`config.mk`:
```
export PLATFORM = sky130hd
export DESIGN_NAME = wormhole_router
export DESIGN_NICKNAME = d
export VERILOG_FILES = /design/src/rtl/wr_pkg.sv /design/src/rtl/wr_out_arb.sv /design/src/rtl/wr_ctrl.sv /design/src/rtl/wr_datapath.sv /design/src/rtl/wormhole_router.sv
export SDC_FILE = /design/constraint.sdc
export NUM_CORES = 1
export LEC_CHECK = 0
export ABC_AREA = 1
export BUFFER_PORTS_ARGS = -buffer_cell sky130_fd_sc_hd__buf_2
export CAP_MARGIN = 30
export CORE_MARGIN = 1.5
export CORE_UTILIZATION = 60
export DETAILED_ROUTE_END_ITERATION = 16
export PLACE_DENSITY_LB_ADDON = 0.25
export RECOVER_POWER = 25
export REMOVE_ABC_BUFFERS = 1
export SETUP_SLACK_MARGIN = 0.15
export SYNTH_ARGS = -nofsm -noshare
export SYNTH_HDL_FRONTEND = slang
export SYNTH_SLANG_ARGS = --single-unit
```
`constraint.sdc`:
```
create_clock -name clk -period 5.5 [get_ports clk]
set_input_delay 0.825 -clock clk [delete_from_list [all_inputs] [get_ports clk]]
set_output_delay 0.825 -clock clk [all_outputs]
set_load 0.02 [all_outputs]
```
`src/rtl/wr_pkg.sv`:
```
package wr_pkg;
  localparam int MAX_PORTS = 4;
  localparam int DIR_W = 2;

  // sel[o][i]: input i currently drives output o
  typedef struct packed {
    logic [MAX_PORTS-1:0][MAX_PORTS-1:0] sel;
  } wr_strobe_t;
endpackage

```
`src/rtl/wr_out_arb.sv`:
```
module wr_out_arb #(
  parameter int NUM_PORTS = 4
) (
  input  logic                 clk,
  input  logic                 rstN,
  input  logic [NUM_PORTS-1:0] req,
  input  logic [NUM_PORTS-1:0] inValid,
  input  logic [NUM_PORTS-1:0] inTail,
  input  logic                 outReady,
  output logic [NUM_PORTS-1:0] sel
);
  localparam int IDX_W = $clog2(NUM_PORTS);

  logic             locked;
  logic [IDX_W-1:0] owner;
  logic [IDX_W-1:0] ptr;
  logic [NUM_PORTS-1:0] grantVec;
  logic [NUM_PORTS-1:0] ownerVec;
  logic [IDX_W-1:0] grantIdx;
  logic             found;
  logic             accept;
  logic             endOfWorm;

  always_comb begin
    logic [IDX_W:0] c;
    grantVec = '0;
    grantIdx = '0;
    found    = 1'b0;
    for (int k = 0; k < NUM_PORTS; k++) begin
      c = {1'b0, ptr} + (IDX_W+1)'(k);
      if (c >= (IDX_W+1)'(NUM_PORTS)) c = c - (IDX_W+1)'(NUM_PORTS);
      if (!found && req[c[IDX_W-1:0]]) begin
        found = 1'b1;
        grantVec[c[IDX_W-1:0]] = 1'b1;
        grantIdx = c[IDX_W-1:0];
      end
    end
  end

  always_comb begin
    ownerVec = '0;
    ownerVec[owner] = 1'b1;
  end

  assign sel       = locked ? ownerVec : grantVec;
  assign accept    = (|(sel & inValid)) & outReady;
  assign endOfWorm = accept & (|(sel & inTail));

  always_ff @(posedge clk) begin
    if (!rstN) begin
      locked <= 1'b0;
      owner  <= '0;
      ptr    <= '0;
    end else if (locked) begin
      if (endOfWorm) locked <= 1'b0;
    end else if (found) begin
      ptr <= (grantIdx == IDX_W'(NUM_PORTS-1)) ? '0 : grantIdx + 1'b1;
      if (!endOfWorm) begin
        locked <= 1'b1;
        owner  <= grantIdx;
      end
    end
  end


  grant_onehot_chk: assert property (@(posedge clk) disable iff (!rstN)
    $onehot0(sel));


  lock_hold_chk: assert property (@(posedge clk) disable iff (!rstN)
    (locked && !endOfWorm) |=> (locked && $stable(owner)));


  single_flit_chk: assert property (@(posedge clk) disable iff (!rstN)
    (!locked && endOfWorm) |=> !locked);
endmodule

```
`src/rtl/wr_ctrl.sv`:
```
module wr_ctrl
  import wr_pkg::*;
#(
  parameter int NUM_PORTS = 4
) (
  input  logic                             clk,
  input  logic                             rstN,
  input  logic [NUM_PORTS-1:0]             inValid,
  input  logic [NUM_PORTS-1:0]             inHead,
  input  logic [NUM_PORTS-1:0]             inTail,
  input  logic [NUM_PORTS-1:0][DIR_W-1:0]  inDir,
  input  logic [NUM_PORTS-1:0]             outReady,
  output wr_strobe_t                       strobe,
  output logic [NUM_PORTS-1:0]             inReady
);
  logic [NUM_PORTS-1:0][NUM_PORTS-1:0] selM;

  for (genvar o = 0; o < NUM_PORTS; o++) begin : g_out
    logic [NUM_PORTS-1:0] req;
    for (genvar i = 0; i < NUM_PORTS; i++) begin : g_req
      assign req[i] = inValid[i] & inHead[i] & (inDir[i] == DIR_W'(o));
    end
    wr_out_arb #(.NUM_PORTS(NUM_PORTS)) arb_i (
      .clk(clk), .rstN(rstN), .req(req), .inValid(inValid),
      .inTail(inTail), .outReady(outReady[o]), .sel(selM[o])
    );
  end

  always_comb begin
    strobe  = '0;
    inReady = '0;
    for (int o = 0; o < NUM_PORTS; o++) begin
      for (int i = 0; i < NUM_PORTS; i++) begin
        strobe.sel[o][i] = selM[o][i];
        if (selM[o][i] && outReady[o]) inReady[i] = 1'b1;
      end
    end
  end

  for (genvar i = 0; i < NUM_PORTS; i++) begin : g_col
    logic [NUM_PORTS-1:0] colSel;
    for (genvar o = 0; o < NUM_PORTS; o++) begin : g_bit
      assign colSel[o] = selM[o][i];
    end

    one_path_chk: assert property (@(posedge clk) disable iff (!rstN)
      $onehot0(colSel));
  end
endmodule

```
`src/rtl/wr_datapath.sv`:
```
module wr_datapath
  import wr_pkg::*;
#(
  parameter int NUM_PORTS = 4,
  parameter int DATA_W    = 8
) (
  input  logic                          clk,
  input  logic                          rstN,
  input  wr_strobe_t                    strobe,
  input  logic [NUM_PORTS-1:0]          inValid,
  input  logic [NUM_PORTS*(DATA_W+2)-1:0] inData,
  output logic [NUM_PORTS-1:0]          outValid,
  output logic [NUM_PORTS*(DATA_W+2)-1:0] outData
);
  localparam int FW = DATA_W + 2;

  always_comb begin
    logic [FW-1:0] pick;
    outValid = '0;
    outData  = '0;
    for (int o = 0; o < NUM_PORTS; o++) begin
      pick = '0;
      for (int i = 0; i < NUM_PORTS; i++) begin
        if (strobe.sel[o][i]) begin
          outValid[o] = inValid[i];
          pick = inData[i*FW +: FW];
        end
      end
      if (pick[FW-1]) pick = {pick[FW-1:FW-2], {DIR_W{1'b0}}, pick[DATA_W-1:DIR_W]};
      outData[o*FW +: FW] = pick;
    end
  end

  for (genvar o = 0; o < NUM_PORTS; o++) begin : g_chk

    strip_chk: assert property (@(posedge clk) disable iff (!rstN)
      (outValid[o] && outData[o*FW+FW-1]) |-> (outData[o*FW+DATA_W-1 -: DIR_W] == '0));
  end
endmodule

```
`src/rtl/wormhole_router.sv`:
```
module wormhole_router
  import wr_pkg::*;
#(
  parameter int NUM_PORTS = 4,
  parameter int DATA_W    = 8
) (
  input  logic                            clk,
  input  logic                            rstN,
  input  logic [NUM_PORTS-1:0]            inValid,
  input  logic [NUM_PORTS*(DATA_W+2)-1:0] inData,
  output logic [NUM_PORTS-1:0]            inReady,
  output logic [NUM_PORTS-1:0]            outValid,
  output logic [NUM_PORTS*(DATA_W+2)-1:0] outData,
  input  logic [NUM_PORTS-1:0]            outReady
);
  localparam int FW = DATA_W + 2;

  logic [NUM_PORTS-1:0]            inHead;
  logic [NUM_PORTS-1:0]            inTail;
  logic [NUM_PORTS-1:0][DIR_W-1:0] inDir;
  wr_strobe_t                      strobe;

  for (genvar i = 0; i < NUM_PORTS; i++) begin : g_unpack
    assign inHead[i] = inData[i*FW + FW-1];
    assign inTail[i] = inData[i*FW + FW-2];
    assign inDir[i]  = inData[i*FW +: DIR_W];
  end

  wr_ctrl #(.NUM_PORTS(NUM_PORTS)) ctrl_i (
    .clk(clk), .rstN(rstN), .inValid(inValid), .inHead(inHead),
    .inTail(inTail), .inDir(inDir), .outReady(outReady),
    .strobe(strobe), .inReady(inReady)
  );

  wr_datapath #(.NUM_PORTS(NUM_PORTS), .DATA_W(DATA_W)) dp_i (
    .clk(clk), .rstN(rstN), .strobe(strobe), .inValid(inValid),
    .inData(inData), .outValid(outValid), .outData(outData)
  );


  conserve_chk: assert property (@(posedge clk) disable iff (!rstN)
    $countones(inValid & inReady) == $countones(outValid & outReady));

  for (genvar o = 0; o < NUM_PORTS; o++) begin : g_hold

    hold_chk: assert property (@(posedge clk) disable iff (!rstN)
      (outValid[o] && !outReady[o]) |=> (outValid[o] && $stable(outData[o*FW +: FW])));
  end
endmodule

```
==> results.toml, run 1 <==
[yosys]
avgSynthCellArea_um2 = 5.34
synth_most_common_cell = "nand2_1"
yosys_warnings = 0
synth.cell_area_um2 = 5170
synth_common_cells = "nand2_1, inv_1, a21oi_1, nand3_1, o21ai_0"
ys_types = 44
synth_top_area_share_pct = 24.3
synth_edf_count = 0
synth_top_flop_cell = "dfxtp_1"
synth_area_leaders = "nand2_1, a21oi_1, nand3_1"
synth.ff_latch_count = 20
async_flop_share_pct = 0
synth_top_area_cell = "nand2_1"
syn_inst = 968
synth-seq-area-share_pct = 7.74

[global_routing]
grt_max_degree = 20
gr-total-overflow = 0
antenna_found_initial = 0
grt_pass1_vias = 5802
grtUsageTotal_pct = 36.9
grt_pass1_wl_um = 26800

[floorplan]
dieWidth_um = 95.8
die_height_um = 95.8
design.core.area_um2 = 8300
start_util_pct = 62.3
dieArea_um2 = 9180
ios = 98
rows = 33

[sta]
fin_worst_skew_ns = 0.00614
setup-tns-final_ns = 0
finalSetupViolations = 0
slew_headroom_pct = 50.9
fin_crit_ns = 4.85
holdWs_ns = 0.535
worst_pin_slew_ns = 0.730
final_hold_viol_count = 0
fin_crit_sh_pct = 88.1
fin_ws_ns = 0.653
fmax_ghz = 0.206
rsz0062_at_grt = "no"
slew_violations = 0

[clock_tree]
cts_tree = "done"
postCtsResizedCells = 0
insertion_delay_ns = 0.28
cts-htree-levels = 1
post_cts.repair.setup_buffers = 0
path_clk_slew_ns = 0.10
root_buffer = "clkbuf_8"
numCtsBuffers = 3
hold_buffers = 0
cts_sinks = 20
max-clock-path-buffers = 2

[route]
drc = 0
ant_nets = 0
avgViaCountPerCell = 5.81
wl_per_cell_um = 15.0
drtPass1Iterations = 5
drt_wl_total_um = 17400
drt_iter0_drc = 602
via_count = 6727

[setup_path]
worstSetupEndpointType = "output port"
crit_type = "reg -> out"
cp_max_fo = 15
start_kind = "flop"
required_ns = 4.68
worstPathArrival_ns = 4.02

[hold_path]
min_path_type = "reg -> reg"

[finish]
nets = 1133
final_area_um2 = 5690
num_antenna_cells = 0
drive_above_1_share_pct = 18.2
syn2layout_area_growth_pct = 10.1

[pwr]
irDropWorstVdd_mv = 0.317
p_per_area_nw_per_um2 = 664
power_w = 0.00378
leakagePower_nw = 3.18

[placement]
portBuffers = 97
placedInstanceArea_um2 = 5670
dp_hpwl_um = 13700
gp_congestion = 0.988
post-place-ws_ns = 1.17

[run_status]
status = "complete, no violations"

[run]
maxCapViolCount = 0
-- final timing paths --
path / from / endpoint / slack (ns) / cells past startpoint
worst max-delay path: flop / outData[21] / 0.65 / 18
worst min-delay path: ctrl_i.g_out[2].arb_i.owner[0] / ctrl_i.g_out[2].arb_i.owner[0] / 0.53 / 2
worst max register to register: flop / ctrl_i.g_out[1].arb_i.owner[1] / 1.67 / 19
worst min register to register: ctrl_i.g_out[2].arb_i.owner[0] / ctrl_i.g_out[2].arb_i.owner[0] / 0.53 / 2
-- through the flow --
stage	utilization, %	std cells
after global placement	68.3	1153
after detailed placement	68.3	1153
after CTS	69.1	1157
after global routing	68.6	1157
final	68.6	1157
after floorplan	-	949
-- layout by cell type, fill, tap and decap left out, types with 3 or more instances in the layout --
master / synthesis / final
o21ai_0: 81 / 82
a21boi_0: 3 / 3
o211ai_1: 4 / 4
nor2_1: 65 / 68
nor2_4: 5 / 3
o22ai_1: 4 / 4
nand2_2: 37 / 34
nand3_2: 12 / 11
inv_2: 14 / 11
or2_2: 3 / 3
inv_4: 3 / 3
clkbuf_8: 0 / 3
nand2_4: 6 / 6
xor2_1: 3 / 3
nor2_2: 6 / 5
o21ai_1: 3 / 3
inv_1: 94 / 97
nand3_1: 88 / 89
dfxtp_1: 20 / 20
a21oi_1: 93 / 93
buf_2: 7 / 97
ha_1: 30 / 30
and2_1: 7 / 7
a22oi_1: 3 / 3
nor3_1: 4 / 4
o221ai_1: 3 / 3
nand2_1: 335 / 338
-- final cells by class --
type / instances / area, µm²
flip-flops and latches: 20 / 400
well taps: 105 / 131
repair buffers: 99 / 497
clock inverters: 1 / 30.0
fillers: 851 / 2610
clock buffers: 3 / 41.3
inverters: 111 / 424
multi-input cells: 818 / 4170
-- layer usage --
layer,up-vias,track usage (%),part of all wire (%)
met3,63,4.58,9.8
met4,0,15.4,3.4
met2,403,63.2,46
met5,-,0,0
li1,3317,-,-
met1,2944,46.2,40
-- logic make-up (layout without fill, tap and decap cells) --
group | count (synthesis) | count (layout) | share of synthesized area, %
buf+inv | 130 | 214 | 10.8
compound gates | 210 | 210 | 22.9
xor+xnor | 3 | 3 | 0.508
flops | 20 | 20 | 7.74
simple gates | 575 | 575 | 50.8
fa+ha+maj | 30 | 30 | 7.26
-- worst max-delay path, stage by stage, from the launching register on --
cell and delay (ns):
dfxtp_1 0.61, inv_1 0.26, ha_1 0.43, inv_1 0.14
nand3_1 0.08, nand2_1 0.10, nand2_1 0.09, nor2_1 0.30
nand3_1 0.14, nand3_1 0.11, nand2_1 0.05, nand2_1 0.51
nor2_8 0.10, nand2_1 0.09, nand2_1 0.07, nand2_2 0.09
o21ai_4 0.11, o21ai_0 0.24, buf_2 0.21
-- power breakdown --
| part | switching, W | internal, W | total [W] |
|---|---|---|---|
| clock | 0.0000633 | 0.0000975 | 0.000161 |
| combinational | 0.00229 | 0.00103 | 0.00333 |
| sequential | 0.0000918 | 0.000197 | 0.000288 |
(Power assumes the default switching activity.)
==> run 2, diff against run 1 <==
CORE_UTILIZATION = 58   (was 60)
clock period = 5.4 ns   (was 5.5 ns; I/O delays follow)
==> run 2 against run 1 <==
  * First-iteration DRC count grew 7.5%
  * Via count shrank 0.49%
  * Clock power is essentially flat
  * Combinational power is essentially flat
  * Setup slack lost 0.14 ns
  * Clock skew grew 0.0013 ns
  * Total power grew 0.82%
  * Die area grew 3.3%
  * Flip-flop and latch count is the same
  * Largest cell class unchanged
  * Highest routed layer unchanged
==> results.toml, run 2 (synthesis results as in run 1) <==
[run_status]
status = "complete, no violations"

[floorplan]
start_util_pct = 59.6
dieWidth_um = 97.4
dieArea_um2 = 9490
die_height_um = 97.4
rows = 34
design.core.area_um2 = 8680
ios = 98

[sta]
finalSetupViolations = 0
holdWs_ns = 0.532
slew_violations = 0
slew_headroom_pct = 59.3
fin_crit_ns = 4.89
fin_crit_sh_pct = 90.5
fin_worst_skew_ns = 0.00745
setup-tns-final_ns = 0
worst_pin_slew_ns = 0.609
rsz0062_at_grt = "no"
final_hold_viol_count = 0
fmax_ghz = 0.205

[setup_path]
cp_max_fo = 16
required_ns = 4.59
start_kind = "flop"
crit_path_top_delay_cell = "dfxtp_1"
crit_top_cell = "nand2_1"
max_stage_delay_ns = 0.59
worstPathArrival_ns = 4.08
worstSetupEndpointType = "output port"
cp_cell_sequence = "inv_1 > ha_1 > inv_1 > nand3_1 > nand2_1 > nand2_2 > nor2_1 > nand3_1 > nand2_1 > nand2_1 > nand2_1 > inv_1 > o21ai_0 > nand2_1 > o21ai_0 > buf_2"
crit_type = "reg -> out"

[clock_tree]
cts-htree-levels = 1
cts_tree = "done"
post_cts.repair.setup_buffers = 0
max-clock-path-buffers = 2
insertion_delay_ns = 0.28
postCtsResizedCells = 0
numCtsBuffers = 3
cts_sinks = 20
root_buffer = "clkbuf_8"
hold_buffers = 0
path_clk_slew_ns = 0.09

[route]
drtPass1Iterations = 5
drt_iter0_drc = 647
wl_per_cell_um = 14.1
ant_nets = 0
drc = 0
via_count = 6694
drt_wl_total_um = 16300
avgViaCountPerCell = 5.78

[pwr]
power.share.clock_pct = 4.3
leakagePower_nw = 3.17
switching_power_w = 0.00245
p_seq_share_pct = 7.6
switching_share_pct = 64.4
irDropWorstVdd_mv = 0.389
combinationalPowerShare_pct = 88.1
internal-power_w = 0.00136
p_per_area_nw_per_um2 = 669

[global_routing]
grt_pass1_vias = 5885
grt_pass1_wl_um = 26700
antenna_found_initial = 0
grt_max_degree = 20
grtUsageTotal_pct = 33.1
gr-total-overflow = 0

[finish]
final_cell_mix = "nand2_1, inv_1, buf_2"
nets = 1131
final_core_utilization_pct = 65.6
drive_above_1_share_pct = 18.3
layout_commonest_cell = "nand2_1"
num_antenna_cells = 0
syn2layout_area_growth_pct = 10.1

[placement]
dp_hpwl_um = 13000
portBuffers = 97
gp_congestion = 1.02

[run]
maxCapViolCount = 0

[hold_path]
min_path_type = "reg -> reg"
[run 2: cell count changes in the layout (fill, tap and decap cells not counted), sizes merged]
cell | before | now
clkbuf | 4 | 3
buf | 98 | 97
[run 2: worst paths after layout]
| path | startpoint | to | slack [ns] | cells past startpoint |
|---|---|---|---|---|
| worst max-delay path | flop | outData[21] | 0.51 | 16 |
| worst min-delay path | ctrl_i.g_out[0].arb_i.owner[0] | ctrl_i.g_out[0].arb_i.owner[0] | 0.53 | 2 |
| worst max register to register | flop | ctrl_i.g_out[3].arb_i.owner[1] | 1.80 | 15 |
| worst min register to register | ctrl_i.g_out[0].arb_i.owner[0] | ctrl_i.g_out[0].arb_i.owner[0] | 0.53 | 2 |
[run 2: per-stage QoR]
step | instance area, µm² | power (W) | worst slack (ns) | cells
after floorplan | 5030 | 0.00273 | 1.77 | 949
after global placement | 5650 | 0.00357 | 1.13 | 1154
after detailed placement | 5650 | 0.00361 | 1.13 | 1154
after CTS | 5730 | 0.00377 | 0.805 | 1158
after global routing | 5690 | 0.00417 | 0.303 | 1158
final | 5690 | 0.00381 | 0.510 | 1158
[run 2: worst max-delay path: cells and delay by family (launching register included)]
family | cells | cell delay (ns)
and+or+nand+nor | 9 | 1.38
buffers and inverters | 4 | 0.93
DFF | 1 | 0.59
AOI/OAI and AO/OA | 2 | 0.48
adders and majority gates | 1 | 0.42
[run 2: cell type report]
cell class | instances | area [µm²]
multi-input cells | 818 | 4180
flip-flops and latches | 20 | 400
inverters | 111 | 424
clock buffers | 3 | 41.3
fillers | 894 | 2990
well taps | 108 | 135
repair buffers | 97 | 485
clock inverters | 1 | 30.0
[run 2: per-layer routing]
| layer | wire, µm | GRT usage, % |
|---|---|---|
| met1 | 6740 | 43.5 |
| met2 | 7270 | 55.8 |
| met3 | 1650 | 3.60 |
| met4 | 621 | 12.4 |
| met5 | 0 | 0 |
[run 2: power groups by stage]
stage / Clock, W / Sequential [W] / Combinational [W]
final: 0.000162 / 0.000290 / 0.00336
after detailed placement: 0 / 0.000292 / 0.00331
after global placement: 0 / 0.000291 / 0.00328
after global routing: 0.000171 / 0.000304 / 0.00369
after CTS: 0.000164 / 0.000289 / 0.00332
after floorplan: 0 / 0.000268 / 0.00246
